==> src/rtl/vsr_baud_pkg.sv <==
`timescale 1ns/1ps
package vsr_baud_pkg;
  localparam int unsigned DATA_W = 16;
  localparam int unsigned PRE_W  = 7;
  localparam int unsigned DIV_W  = 8;
  localparam int unsigned SMP_W  = 5;

  localparam logic [6:0] ADDR_MODE = 7'h00;
  localparam logic [6:0] ADDR_RATE = 7'h04;
  localparam logic [6:0] ADDR_SMPL = 7'h40;

  localparam logic [SMP_W-1:0] SMP_MIN_LAST   = 5'd7;
  localparam logic [SMP_W-1:0] SMP_FIXED_LAST = 5'd15;

  // terminal count of the prescaler: 2^(2c+1) - 1
  function automatic logic [PRE_W-1:0] presc_last(input logic [1:0] c);
    logic [PRE_W:0] len;
    len = (PRE_W+1)'(2) << (2 * c);
    return PRE_W'(len - 1'b1);
  endfunction

  // terminal sample index (samples - 1)
  function automatic logic [SMP_W-1:0] smp_last(input logic en,
                                                input logic [SMP_W-1:0] fld);
    if (!en) return SMP_FIXED_LAST;
    if (fld < SMP_MIN_LAST) return SMP_MIN_LAST;
    return fld;
  endfunction

  // middle sample index: floor(samples / 2)
  function automatic logic [SMP_W-1:0] smp_mid(input logic [SMP_W-1:0] last);
    logic [SMP_W:0] cnt;
    cnt = {1'b0, last} + 1'b1;
    return SMP_W'(cnt >> 1);
  endfunction
endpackage

==> src/rtl/vsr_tick_counter.sv <==
`timescale 1ns/1ps
module vsr_tick_counter #(
  parameter int unsigned W = 8
) (
  input  logic         clk,
  input  logic         rst_n,
  input  logic         clr,
  input  logic         en,
  input  logic [W-1:0] last,
  output logic [W-1:0] cnt,
  output logic         wrap
);
  assign wrap = en && (cnt == last);

  always_ff @(posedge clk) begin
    if (!rst_n || clr) begin
      cnt <= '0;
    end else if (en) begin
      cnt <= wrap ? '0 : cnt + 1'b1;
    end
  end
endmodule

==> src/rtl/vsr_cfg_regs.sv <==
`timescale 1ns/1ps
module vsr_cfg_regs
  import vsr_baud_pkg::*;
#(
  parameter int unsigned AW = 7
) (
  input  logic              clk,
  input  logic              rst_n,
  input  logic              wr_en,
  input  logic [AW-1:0]     addr,
  input  logic [DATA_W-1:0] wdata,
  output logic [DATA_W-1:0] rdata,
  output logic [1:0]        cks,
  output logic [DIV_W-1:0]  brr,
  output logic              smp_en,
  output logic [SMP_W-1:0]  smp_fld,
  output logic              cfg_wr
);
  logic hit_mode, hit_rate, hit_smpl;
  logic unused_wbits;

  assign hit_mode = (addr == AW'(ADDR_MODE));
  assign hit_rate = (addr == AW'(ADDR_RATE));
  assign hit_smpl = (addr == AW'(ADDR_SMPL));
  assign cfg_wr   = wr_en && (hit_mode || hit_rate || hit_smpl);
  assign unused_wbits = ^wdata[14:8];

  always_ff @(posedge clk) begin
    if (!rst_n) begin
      cks     <= 2'd0;
      brr     <= '1;
      smp_en  <= 1'b0;
      smp_fld <= '0;
    end else if (wr_en) begin
      if (hit_mode) cks <= wdata[1:0];
      if (hit_rate) brr <= wdata[DIV_W-1:0];
      if (hit_smpl) begin
        smp_en  <= wdata[15];
        smp_fld <= wdata[SMP_W-1:0];
      end
    end
  end

  always_comb begin
    rdata = '0;
    if (hit_mode) rdata[1:0] = cks;
    if (hit_rate) rdata[DIV_W-1:0] = brr;
    if (hit_smpl) begin
      rdata[15] = smp_en;
      rdata[SMP_W-1:0] = smp_fld;
    end
  end
endmodule

==> src/rtl/vsr_baud_gen.sv <==
`timescale 1ns/1ps
module vsr_baud_gen
  import vsr_baud_pkg::*;
#(
  parameter int unsigned AW = 7
) (
  input  logic              clk,
  input  logic              rst_n,
  input  logic              wr_en,
  input  logic [AW-1:0]     addr,
  input  logic [DATA_W-1:0] wdata,
  output logic [DATA_W-1:0] rdata,
  output logic              os_tick,
  output logic              bit_tick,
  output logic              mid_tick
);
  logic [1:0]       cks;
  logic [DIV_W-1:0] brr;
  logic             smp_en;
  logic [SMP_W-1:0] smp_fld;
  logic             cfg_wr;

  logic [PRE_W-1:0] pre_last;
  logic [SMP_W-1:0] s_last, s_mid;
  logic             pre_tick;
  logic [PRE_W-1:0] pre_cnt_unused;
  logic [DIV_W-1:0] div_cnt_unused;
  logic [SMP_W-1:0] smp_cnt;

  vsr_cfg_regs #(.AW(AW)) i_regs (
    .clk(clk), .rst_n(rst_n), .wr_en(wr_en), .addr(addr), .wdata(wdata),
    .rdata(rdata), .cks(cks), .brr(brr), .smp_en(smp_en),
    .smp_fld(smp_fld), .cfg_wr(cfg_wr)
  );

  assign pre_last = presc_last(cks);
  assign s_last   = smp_last(smp_en, smp_fld);
  assign s_mid    = smp_mid(s_last);

  vsr_tick_counter #(.W(PRE_W)) i_pre (
    .clk(clk), .rst_n(rst_n), .clr(cfg_wr), .en(1'b1),
    .last(pre_last), .cnt(pre_cnt_unused), .wrap(pre_tick)
  );

  vsr_tick_counter #(.W(DIV_W)) i_div (
    .clk(clk), .rst_n(rst_n), .clr(cfg_wr), .en(pre_tick),
    .last(brr), .cnt(div_cnt_unused), .wrap(os_tick)
  );

  vsr_tick_counter #(.W(SMP_W)) i_smp (
    .clk(clk), .rst_n(rst_n), .clr(cfg_wr), .en(os_tick),
    .last(s_last), .cnt(smp_cnt), .wrap(bit_tick)
  );

  assign mid_tick = os_tick && (smp_cnt == s_mid);
endmodule

==> config.mk <==
export PLATFORM = sky130hd
export DESIGN_NAME = vsr_baud_gen
export DESIGN_NICKNAME = d
export VERILOG_FILES = /design/src/rtl/vsr_baud_pkg.sv /design/src/rtl/vsr_tick_counter.sv /design/src/rtl/vsr_cfg_regs.sv /design/src/rtl/vsr_baud_gen.sv
export SDC_FILE = /design/constraint.sdc
export NUM_CORES = 1
export LEC_CHECK = 0
export ABC_AREA = 0
export BUFFER_PORTS_ARGS = -buffer_cell sky130_fd_sc_hd__buf_2
export CORE_MARGIN = 2
export CORE_UTILIZATION = 55
export CTS_CLUSTER_DIAMETER = 100
export DETAILED_ROUTE_END_ITERATION = 6
export MAX_ROUTING_LAYER = met4
export PLACE_DENSITY_LB_ADDON = 0.08
export SLEW_MARGIN = 5
export SYNTH_ARGS = -nofsm -noshare
export SYNTH_HDL_FRONTEND = slang
export SYNTH_SLANG_ARGS = --single-unit
==> constraint.sdc <==
create_clock -name clk -period 2.1 [get_ports clk]
set_input_delay 0.315 -clock clk [delete_from_list [all_inputs] [get_ports clk]]
set_output_delay 0.315 -clock clk [all_outputs]
set_load 0.05 [all_outputs]
# Word-level counts from Yosys, hierarchy flattened
# Cells that the tools add are included.
[word_totals] regBits=36 inputBits=26 out_inout_bits=19 elab_cells=45
[op_classes] add_sub_neg=5 n_lt_le_gt_ge=1 n_eq_ne=6 shift=1 mux=12 reduce_logical=13
[ops] op="$mux 5" count=6
[ops] op="$mux 8" count=2
[ops] op="$eq 5x5->1" count=2
[ops] op="$add 8x1->8 const B" count=1
[ops] op="$eq 8x8->1" count=1
[ops] op="$add 7x1->7 const B" count=1
[ops] op="$eq 7x3->1 const B" count=1
[ops] op="$eq 7x7->1" count=1
[ops] op="$eq 7x7->1 const B" count=1
[ops] op="$logic_not 7->1" count=1
[ops] op="$shl 2x3->7 const A" count=1
[ops] op="$sub 7x1->7 const B" count=1
[ops] op="$add 5x1->6 const B" count=1
[ops] op="$reduce_and 2->1" count=3
[ops] op="$add 5x1->5 const B" count=1
[ops] op="$lt 5x3->1 const B" count=1
[ops] op="$logic_and 1x1->1" count=4
[ops] op="$logic_or 1x1->1" count=3
[ops] op="$mux 1" count=3
[ops] op="$mux 2" count=1
[ops] op="$reduce_or 2->1" count=1
[ops] op="$logic_not 1->1" count=1

# Logic depth before layout (Yosys ltp)
# Gate-level depths: netlist (run 1).
[depth] depth_word=8 mapped_depth=9 mapped_depth_nobuf=8

# Hierarchy
# From an unflattened synthesis (run 1), not the netlist that was laid out.
[hier_totals] cells_unflattened=264 area_unflattened_um2=2329.7
[modules_own_cells] mod="vsr_cfg_regs" instances=1 cells_each=102 area_each_um2=870.8 seq_area_each_um2=320.3
[modules_own_cells] mod="vsr_tick_counter at i_div" instances=1 cells_each=52 area_each_um2=466.7 seq_area_each_um2=160.2
[modules_own_cells] mod="vsr_tick_counter at i_pre" instances=1 cells_each=43 area_each_um2=437.9 seq_area_each_um2=140.1
[modules_own_cells] mod="vsr_tick_counter at i_smp" instances=1 cells_each=28 area_each_um2=295.3 seq_area_each_um2=100.1
[modules_own_cells] mod="vsr_baud_gen" instances=1 cells_each=39 area_each_um2=259.0 seq_area_each_um2=0.0

# Least setup slack after synthesis (run 1)
# Ideal clock, no wire load.
[synth_path] path_type="reg-to-output" startpoint="register i_regs.cks[0]" endpoint="output mid_tick" arrival_ns=3.036 t_required_ns=1.785 path_slack_ns=-1.251 stages_incl_launch_ff=8 n_path_buf=0 cell_sequence="dfxtp_1 > or2_2 > ha_1 > xor2_1 > nand3_1 > nor3_1 > o21ai_0 > nor4_1"
[synth_via] elab_chain_len=5
[synth_lines] element="start: declaration" line="vsr_cfg_regs.sv:13" source="output logic [1:0] cks,"
[synth_lines] element="start signal: assignment" line="vsr_cfg_regs.sv:35" source="if (hit_mode) cks <= wdata[1:0];"
[synth_lines] element="$shl 2x3->7" line="vsr_baud_pkg.sv:18" source="len = (PRE_W+1)'(2) << (2 * c);"
[synth_lines] element="$sub 7x1->7" line="vsr_baud_pkg.sv:19" source="return PRE_W'(len - 1'b1);"
[synth_lines] element="$eq 7x7->1" line="vsr_tick_counter.sv:13" source="assign wrap = en && (cnt == last);"
[synth_lines] element="$logic_and 1x1->1" line="vsr_tick_counter.sv:13"
[synth_lines] element="$logic_and 1x1->1" line="vsr_baud_gen.sv:55" source="assign mid_tick = os_tick && (smp_cnt == s_mid);"
[synth_lines] element="end: declaration" line="vsr_baud_gen.sv:15" source="output logic mid_tick"
# Every way passes these cells.

# Final worst setup path (run 1)
[layout_path] startpoint="register i_regs.smp_fld[4]" endpoint="output mid_tick"
[layout_via] elab_chain_len=8 word_cells_on_any_way=9 classes_between="add/sub (1); order compare (1); eq/ne (1); mux (5); reduce/logical (1)"
[layout_lines] element="start: declaration" line="vsr_cfg_regs.sv:16" source="output logic [SMP_W-1:0] smp_fld,"
[layout_lines] element="start signal: assignment" line="vsr_cfg_regs.sv:39" source="smp_fld <= wdata[SMP_W-1:0];"
[layout_lines] element="$lt 5x3->1" line="vsr_baud_pkg.sv:26" source="if (fld < SMP_MIN_LAST) return SMP_MIN_LAST;"
[layout_lines] element="$mux 1 (2 in a row)" line="vsr_baud_pkg.sv:26"
[layout_lines] element="$mux 5 (*)" line="vsr_baud_pkg.sv:27" source="return fld;"
[layout_lines] element="$mux 5 (*)" line="vsr_baud_pkg.sv:26"
[layout_lines] element="$add 5x1->6 (*)" line="vsr_baud_pkg.sv:33" source="cnt = {1'b0, last} + 1'b1;"
[layout_lines] element="$eq 5x5->1 (*)" line="vsr_baud_gen.sv:55"
[layout_lines] element="$logic_and 1x1->1 (*)" line="vsr_baud_gen.sv:55"
# Mark *: on every way between the ends. The rest lies on a longest branch, timed or not. The select of a mux whose other input is x is not followed.

==> results of run 1 <==
-- metal layers --
metal / up-vias / track usage [%] / wire, um
li1: 1064 / - / -
met1: 948 / 32.5 / 2270
met2: 62 / 41.6 / 2540
met3: 8 / 4.56 / 300
met4: 0 / 7.91 / 65
met5: - / - / 0
-- registers in the layout (all words and copies together), names as in the netlist --
| signal | cells |
|---|---|
| i_div.cnt | 8 |
| i_regs.smp_fld | 5 |
| i_smp.cnt | 5 |
| i_regs.smp_en | 1 |
| i_regs.brr | 8 |
| i_regs.cks | 2 |
| i_pre.cnt | 7 |
-- per-stage QoR --
stage / utilization [%] / total power [W] / setup TNS, ns
detailed placement: 68.5 / 0.000910 / -0.155
finish: 74.2 / 0.00175 / -0.868
floorplan: - / 0.000856 / -0.333
CTS: 74.0 / 0.00176 / -0.692
global route: 74.2 / 0.00181 / -2.41
global placement: 68.5 / 0.000906 / -0.0863
-- worst paths after layout --
kind	end	from	slack, ns	cells past startpoint
setup / recovery	mid_tick	i_regs.smp_fld[4]$_SDFFE_PN0P_	-0.26	8
hold / removal	i_regs.brr[6]$_SDFFE_PN1P_	wdata[6]	0.23	3
setup reg to reg	i_smp.cnt[1]$_SDFFE_PP0P_	i_regs.cks[0]$_SDFFE_PN0P_	-0.11	7
hold reg to reg	i_pre.cnt[0]$_SDFF_PP0_	i_pre.cnt[0]$_SDFF_PP0_	0.49	1
-- logic make-up after synthesis --
kind of cell    share of synthesized area (%)
other cells                             0.172
fa+ha+maj                                2.87
mux                                      4.60
simple gates                             31.9
flops                                    33.1
buf+inv                                  5.86
compound gates                           12.3
xor+xnor                                 9.25
-- power groups by stage --
| stage | clock network, W | logic (W) | registers [W] |
|---|---|---|---|
| final | 0.000857 | 0.000184 | 0.000713 |
| after global routing | 0.000894 | 0.000202 | 0.000715 |
| after global placement | 0 | 0.000177 | 0.000729 |
| after detailed placement | 0 | 0.000180 | 0.000730 |
| after floorplan | 0 | 0.000135 | 0.000721 |
| after CTS | 0.000864 | 0.000182 | 0.000713 |
-- placed cells by master (no fill, tap or decap), types with 10 or more instances in the layout --
master / netlist / routed
nand3_1: 25 / 25
mux2i_1: 10 / 10
dfxtp_1: 36 / 31
a21oi_1: 13 / 13
nand2_1: 33 / 32
buf_2: 3 / 27
buf_4: 9 / 28
nor2_1: 40 / 39
and3_1: 12 / 12
xnor2_1: 17 / 16
-- worst reg2reg max path, cell delays in order (launching register included) --
cell and delay (ns):
dfxtp_4 0.36, or4_1 0.55, a211oi_2 0.26, buf_4 0.15
o21bai_2 0.17, nor3_4 0.28, nand2_1 0.15, o32ai_1 0.17
-- cell type report --
type | count | area, um^2 | area share [%]
Clock buffer | 5 | 68.8 | 2.48
Clock inverter | 3 | 90.1 | 3.24
Inverter | 4 | 15.0 | 0.541
Multi-Input combinational cell | 228 | 1430 | 51.6
Sequential cell | 36 | 729 | 26.3
Tap cell | 48 | 60.1 | 2.16
Timing Repair Buffer | 58 | 379 | 13.7
-- what timing repair did --
action / CTS / global route
gates resized for setup: 11 / 2
setup endpoints to repair: 7 / 21
buffers inserted: 2 / 0
pin swaps: 4 / 1
==> impl_metrics.json, run 1 <==
{
  "synthDominantCellAreaShare_pct": 33.1,
  "yosys_warnings": 0,
  "fin_ws_ns": -0.260,
  "critPathArrivalTime_ns": 2.05,
  "area_growth_pct": 27.5,
  "post-route-cell-area_um2": 2780,
  "die_w_um": 66.9,
  "synth_ff_type": "dfxtp_1",
  "clockPowerShare_pct": 48.9,
  "fp.coreArea_um2": 3740,
  "async_flop_share_pct": 0,
  "clkTransAtPathRegs_ns": 0.07,
  "drt-initial-drc-count": 152,
  "dp_slack_ns": -0.135,
  "antenna_found_initial": 0,
  "initial_utilization_pct": 58.2,
  "seqPwrFrac_pct": 40.6,
  "placed_cells": 372,
  "place.gp.congestion": 0.810,
  "swShare_pct": 22.4,
  "synth_most_common_cell": "nor2_1",
  "max_freq_mhz": 424,
  "pwr-share-comb_pct": 10.5,
  "cts_made_buffers": 5,
  "max_slew.worst_pin.slew_ns": 0.510,
  "internal_power_w": 0.00136,
  "cp-start-kind": "flop",
  "vias_per_cell": 5.45,
  "crit_type": "reg -> out",
  "overflow": 0,
  "io_pins": 45,
  "netlist_area_um2": 2180,
  "drv_slew": 0,
  "status": "complete, but fails checks",
  "cpPeakStageDelay_ns": 0.34,
  "routed_wl_um": 5170,
  "hold_path_class": "in -> reg",
  "violations": "setup timing",
  "critPathBufInv": 1,
  "synthDistinctLibCells": 42,
  "leakagePower_nw": 1.25,
  "placed_area_um2": 2570,
  "holdBufCountCts": 0,
  "via_count": 2082,
  "cts_tree": "yes",
  "grt_pass1_vias": 1876,
  "final_hold_viol_count": 0,
  "dp_hpwl_um": 3810,
  "crit_fanout": 3,
  "slowest_stage": "dfxtp_2",
  "yosys-top-cells-count": "40 x nor2_1, 36 x dfxtp_1, 33 x nand2_1",
  "num-fill-cells": 279,
  "ctsHtreeMaxLevel": 2,
  "grt_max_degree": 15,
  "clk_latency_ns": 0.29,
  "cellPowerDensity_nw_per_um2": 632,
  "ys_seq_elements": 36,
  "cp-end-kind": "output pin",
  "clk_path_buf_depth": 2,
  "ant_nets": 0,
  "grtUsageTotal_pct": 25.6,
  "port_buffers": 30,
  "relSlewSlack_pct": 66.0,
  "worstPathRequired_ns": 1.78,
  "synthCells": 282,
  "die_h_um": 66.9,
  "grt_pass1_wl_um": 8490,
  "period_share_pct": 112,
  "final_layout_size_suffix_gt1_share_pct": 26.6,
  "nets": 364,
  "num_rows": 22,
  "min_period_ns": 2.36,
  "layoutNonFillerInstCount": 382,
  "switchingPower_w": 0.000394,
  "clockRootBuffer": "clkbuf_8",
  "maxCapViolCount": 0,
  "wl_per_cell_um": 13.5,
  "crit_family": "simple AND/OR/NAND/NOR gates",
  "rsz0062_at_grt": "yes",
  "antennaDiodeCount": 0,
  "synth_top_area_cell": "dfxtp_1",
  "die_area_um2": 4480,
  "syn_avg_cell_area_um2": 7.72,
  "vdd_drop_max_mv": 0.447,
  "drt_pass1_iterations": 7,
  "yosys-top-cells-area": "dfxtp_1 33%, nor2_1 6.9%, xnor2_1 6.8%",
  "cts.sinks": 36,
  "whs_ns": 0.232,
  "drc": 0,
  "synth_edf_count": 0,
  "setup_viol_count_final": 9,
  "yosysSeqAreaShare_pct": 33.1,
  "crit_chain": "o21ai_2 -> or2_4 -> ha_4 -> xor2_1 -> a21oi_1 -> nand2_1 -> nor4_4 -> buf_6",
  "fin_worst_skew_ns": 0.0104
}
(Power assumes the default switching activity.)
==> run 2: changes to the inputs <==
--- a/config.mk
+++ b/config.mk
@@ -5,10 +5,10 @@
 export SDC_FILE = /design/constraint.sdc
 export NUM_CORES = 1
 export LEC_CHECK = 0
-export ABC_AREA = 0
+export ABC_AREA = 1
 export BUFFER_PORTS_ARGS = -buffer_cell sky130_fd_sc_hd__buf_2
 export CORE_MARGIN = 2
-export CORE_UTILIZATION = 55
+export CORE_UTILIZATION = 56
 export CTS_CLUSTER_DIAMETER = 100
 export DETAILED_ROUTE_END_ITERATION = 6
 export MAX_ROUTING_LAYER = met4
==> run 2 against run 1 <==
The run still ends with setup timing left. Sequential cell count did not move. First-iteration DRC count is 11% lower. Routed wire length up 18%. Critical path depth increased by 5. Design area is 16% higher. Highest routed layer unchanged. Combinational power is 29% higher. Via count up 25%. Non-clock buffer count up 12. Synthesized area grew 13%. Largest cell class unchanged. Register-to-register slack better by 0.20 ns. Critical endpoint unchanged. Largest power group is now sequential cells.
==> impl_metrics.json, run 2 <==
{
  "status": "complete, but fails checks",
  "violations": "setup timing",
  "seqPwrFrac_pct": 48.5,
  "synthCells": 381,
  "drc": 0,
  "overflow": 0,
  "drt-initial-drc-count": 136,
  "max_freq_mhz": 419,
  "initial_utilization_pct": 57.5,
  "ctsHtreeMaxLevel": 2,
  "die_h_um": 70.4,
  "netlist_area_um2": 2470,
  "routed_wl_um": 6110,
  "synth_ff_type": "dfxtp_1",
  "synth_top_area_cell": "dfxtp_1",
  "grt_pass1_wl_um": 10100,
  "period_share_pct": 114,
  "swShare_pct": 28.4,
  "via_count": 2606,
  "cellPowerDensity_nw_per_um2": 454,
  "setup_viol_count_final": 3,
  "internal_power_w": 0.00105,
  "placed_cells": 488,
  "layout_commonest_cell": "nand2_1",
  "yosys-top-cells-area": "dfxtp_1 29%, nand2_1 15%, inv_1 7.6%",
  "clk_path_buf_depth": 2,
  "crit_fanout": 3,
  "syn_avg_cell_area_um2": 6.48,
  "crit_family": "simple AND/OR/NAND/NOR gates",
  "leakagePower_nw": 1.51,
  "rsz0062_at_grt": "yes",
  "port_buffers": 30,
  "area_growth_pct": 30.3,
  "die_area_um2": 4950,
  "synthDominantCellAreaShare_pct": 29.2,
  "yosys_warnings": 0,
  "clockPowerShare_pct": 35.2,
  "grt_max_degree": 17,
  "antennaDiodeCount": 0,
  "final_hold_viol_count": 0,
  "holdBufCountCts": 0,
  "mostFrequentLayoutCells": "93 x nand2_1, 44 x inv_1, 41 x nor2_1, 34 x buf_4",
  "nets": 485,
  "switchingPower_w": 0.000415,
  "cp-start-kind": "flop",
  "die_w_um": 70.4,
  "yosys-top-cells-count": "100 x nand2_1, 50 x inv_1, 47 x nor2_1",
  "synth_edf_count": 0,
  "synth_most_common_cell": "nand2_1",
  "place.gp.congestion": 0.889,
  "dp_slack_ns": -0.152,
  "layoutNonFillerInstCount": 507,
  "fin_worst_skew_ns": 0.00521,
  "clockRootBuffer": "clkbuf_8",
  "clk_latency_ns": 0.29,
  "ant_nets": 0,
  "yosysSeqAreaShare_pct": 29.2,
  "cpPeakStageDelay_ns": 0.36,
  "critPathBufInv": 3,
  "wl_per_cell_um": 12.0,
  "hold_path_class": "in -> reg",
  "fin_util_pct": 74.9,
  "slowest_stage": "dfxtp_4",
  "reg_top3": "i_div.cnt: 8 flops, i_regs.brr: 8 flops, i_pre.cnt: 7 flops",
  "ys_seq_elements": 36,
  "vias_per_cell": 5.14,
  "cts.sinks": 36,
  "pwr-share-comb_pct": 16.3,
  "crit_type": "reg -> out",
  "io_pins": 45,
  "cts_made_buffers": 5,
  "min_period_ns": 2.39,
  "worstPathRequired_ns": 1.78,
  "critPathArrivalTime_ns": 2.07,
  "r2r_setup_slack_ns": 0.09,
  "drv_slew": 0,
  "clkTransAtPathRegs_ns": 0.07,
  "cts_tree": "yes",
  "grtUsageTotal_pct": 26.2,
  "fp.coreArea_um2": 4290,
  "final_layout_size_suffix_gt1_share_pct": 29.0,
  "maxCapViolCount": 0,
  "dp_hpwl_um": 4430,
  "synthDistinctLibCells": 34,
  "fin_ws_ns": -0.289,
  "drt_pass1_iterations": 4,
  "num_rows": 24,
  "crit_chain": "inv_4 -> nand2_4 -> ha_4 -> nand2_2 -> inv_2 -> nor2_2 -> nand3_2 -> nor2_4 -> nand3_2 -> nor2_1 -> nand3_1 -> nor2_4 -> buf_8",
  "vdd_drop_max_mv": 0.364,
  "p_total_w": 0.00146,
  "async_flop_share_pct": 0,
  "grt_pass1_vias": 2413,
  "num-fill-cells": 352,
  "antenna_found_initial": 0,
  "cp-end-kind": "output pin"
}
[run 2: repair_timing]
action	4_1_cts	5_1_grt
setup buffers	6	7
endpoints found under the setup margin	3	10
cloned	0	1
resized for setup	30	29
pin swaps	10	17
[run 2: path summary, 6_finish.rpt]
path | start | to | depth (start not counted)
setup / recovery | i_regs.cks[0]$_SDFFE_PN0P_ | mid_tick | 13
hold / removal | wdata[6] | i_regs.brr[6]$_SDFFE_PN1P_ | 3
setup reg to reg | i_regs.cks[0]$_SDFFE_PN0P_ | i_smp.cnt[3]$_SDFFE_PP0P_ | 17
hold reg to reg | i_pre.cnt[0]$_SDFF_PP0_ | i_pre.cnt[0]$_SDFF_PP0_ | 1
[run 2: worst min-delay path, stage by stage]
cell	delay, ns
buf_2	0.08
nand2_1	0.04
o211ai_1	0.07
[run 2: layout make-up]
type / instances / area [um^2] / area share [%]
clock buffers: 8 / 90.1 / 2.80
repair buffers: 70 / 503 / 15.6
well taps: 52 / 65.1 / 2.02
multi-input cells: 287 / 1610 / 50.0
inverters: 54 / 216 / 6.73
flip-flops and latches: 36 / 733 / 22.8
[run 2: cell families (layout without fill, tap and decap cells)]
kind of cell	after synthesis	after routing	share of synthesized area, %
adder cells (fa/ha/maj)	5	5	2.54
AND/OR/NAND/NOR	210	211	39.8
other	1	7	0.152
flip-flops	36	36	29.2
XOR/XNOR	17	17	6.03
buffers and inverters	65	132	11.5
AO/OA/AOI/OAI	47	47	10.8
[run 2: power groups by stage]
stage | Clock [W] | Sequential (W) | Combinational, W
final | 0.000514 | 0.000709 | 0.000238
after global routing | 0.000558 | 0.000711 | 0.000264
after CTS | 0.000537 | 0.000711 | 0.000220
after detailed placement | 0 | 0.000727 | 0.000211
after global placement | 0 | 0.000727 | 0.000208
after floorplan | 0 | 0.000725 | 0.000154
[run 2: metrics by stage]
| stage | area, um^2 | setup TNS (ns) | hold WS [ns] |
|---|---|---|---|
| after floorplan | 2500 | -0.309 | 0.430 |
| final | 3220 | -0.641 | 0.252 |
| after global routing | 3220 | -0.999 | 0.260 |
| after CTS | 3090 | -1.13 | 0.245 |
| after global placement | 2860 | -0.252 | 0.444 |
| after detailed placement | 2860 | -0.380 | 0.464 |
[run 2: layer usage]
layer | part of all wire [%] | vias to the layer above | wire length (um) | global-route usage (%)
met3 | 4.8 | 15 | 296 | 5.34
met5 | 0 | - | 0 | -
li1 | - | 1346 | - | -
met4 | 1.9 | 0 | 119 | 9.40
met1 | 44 | 1179 | 2680 | 30.3
met2 | 49 | 66 | 3010 | 44.7
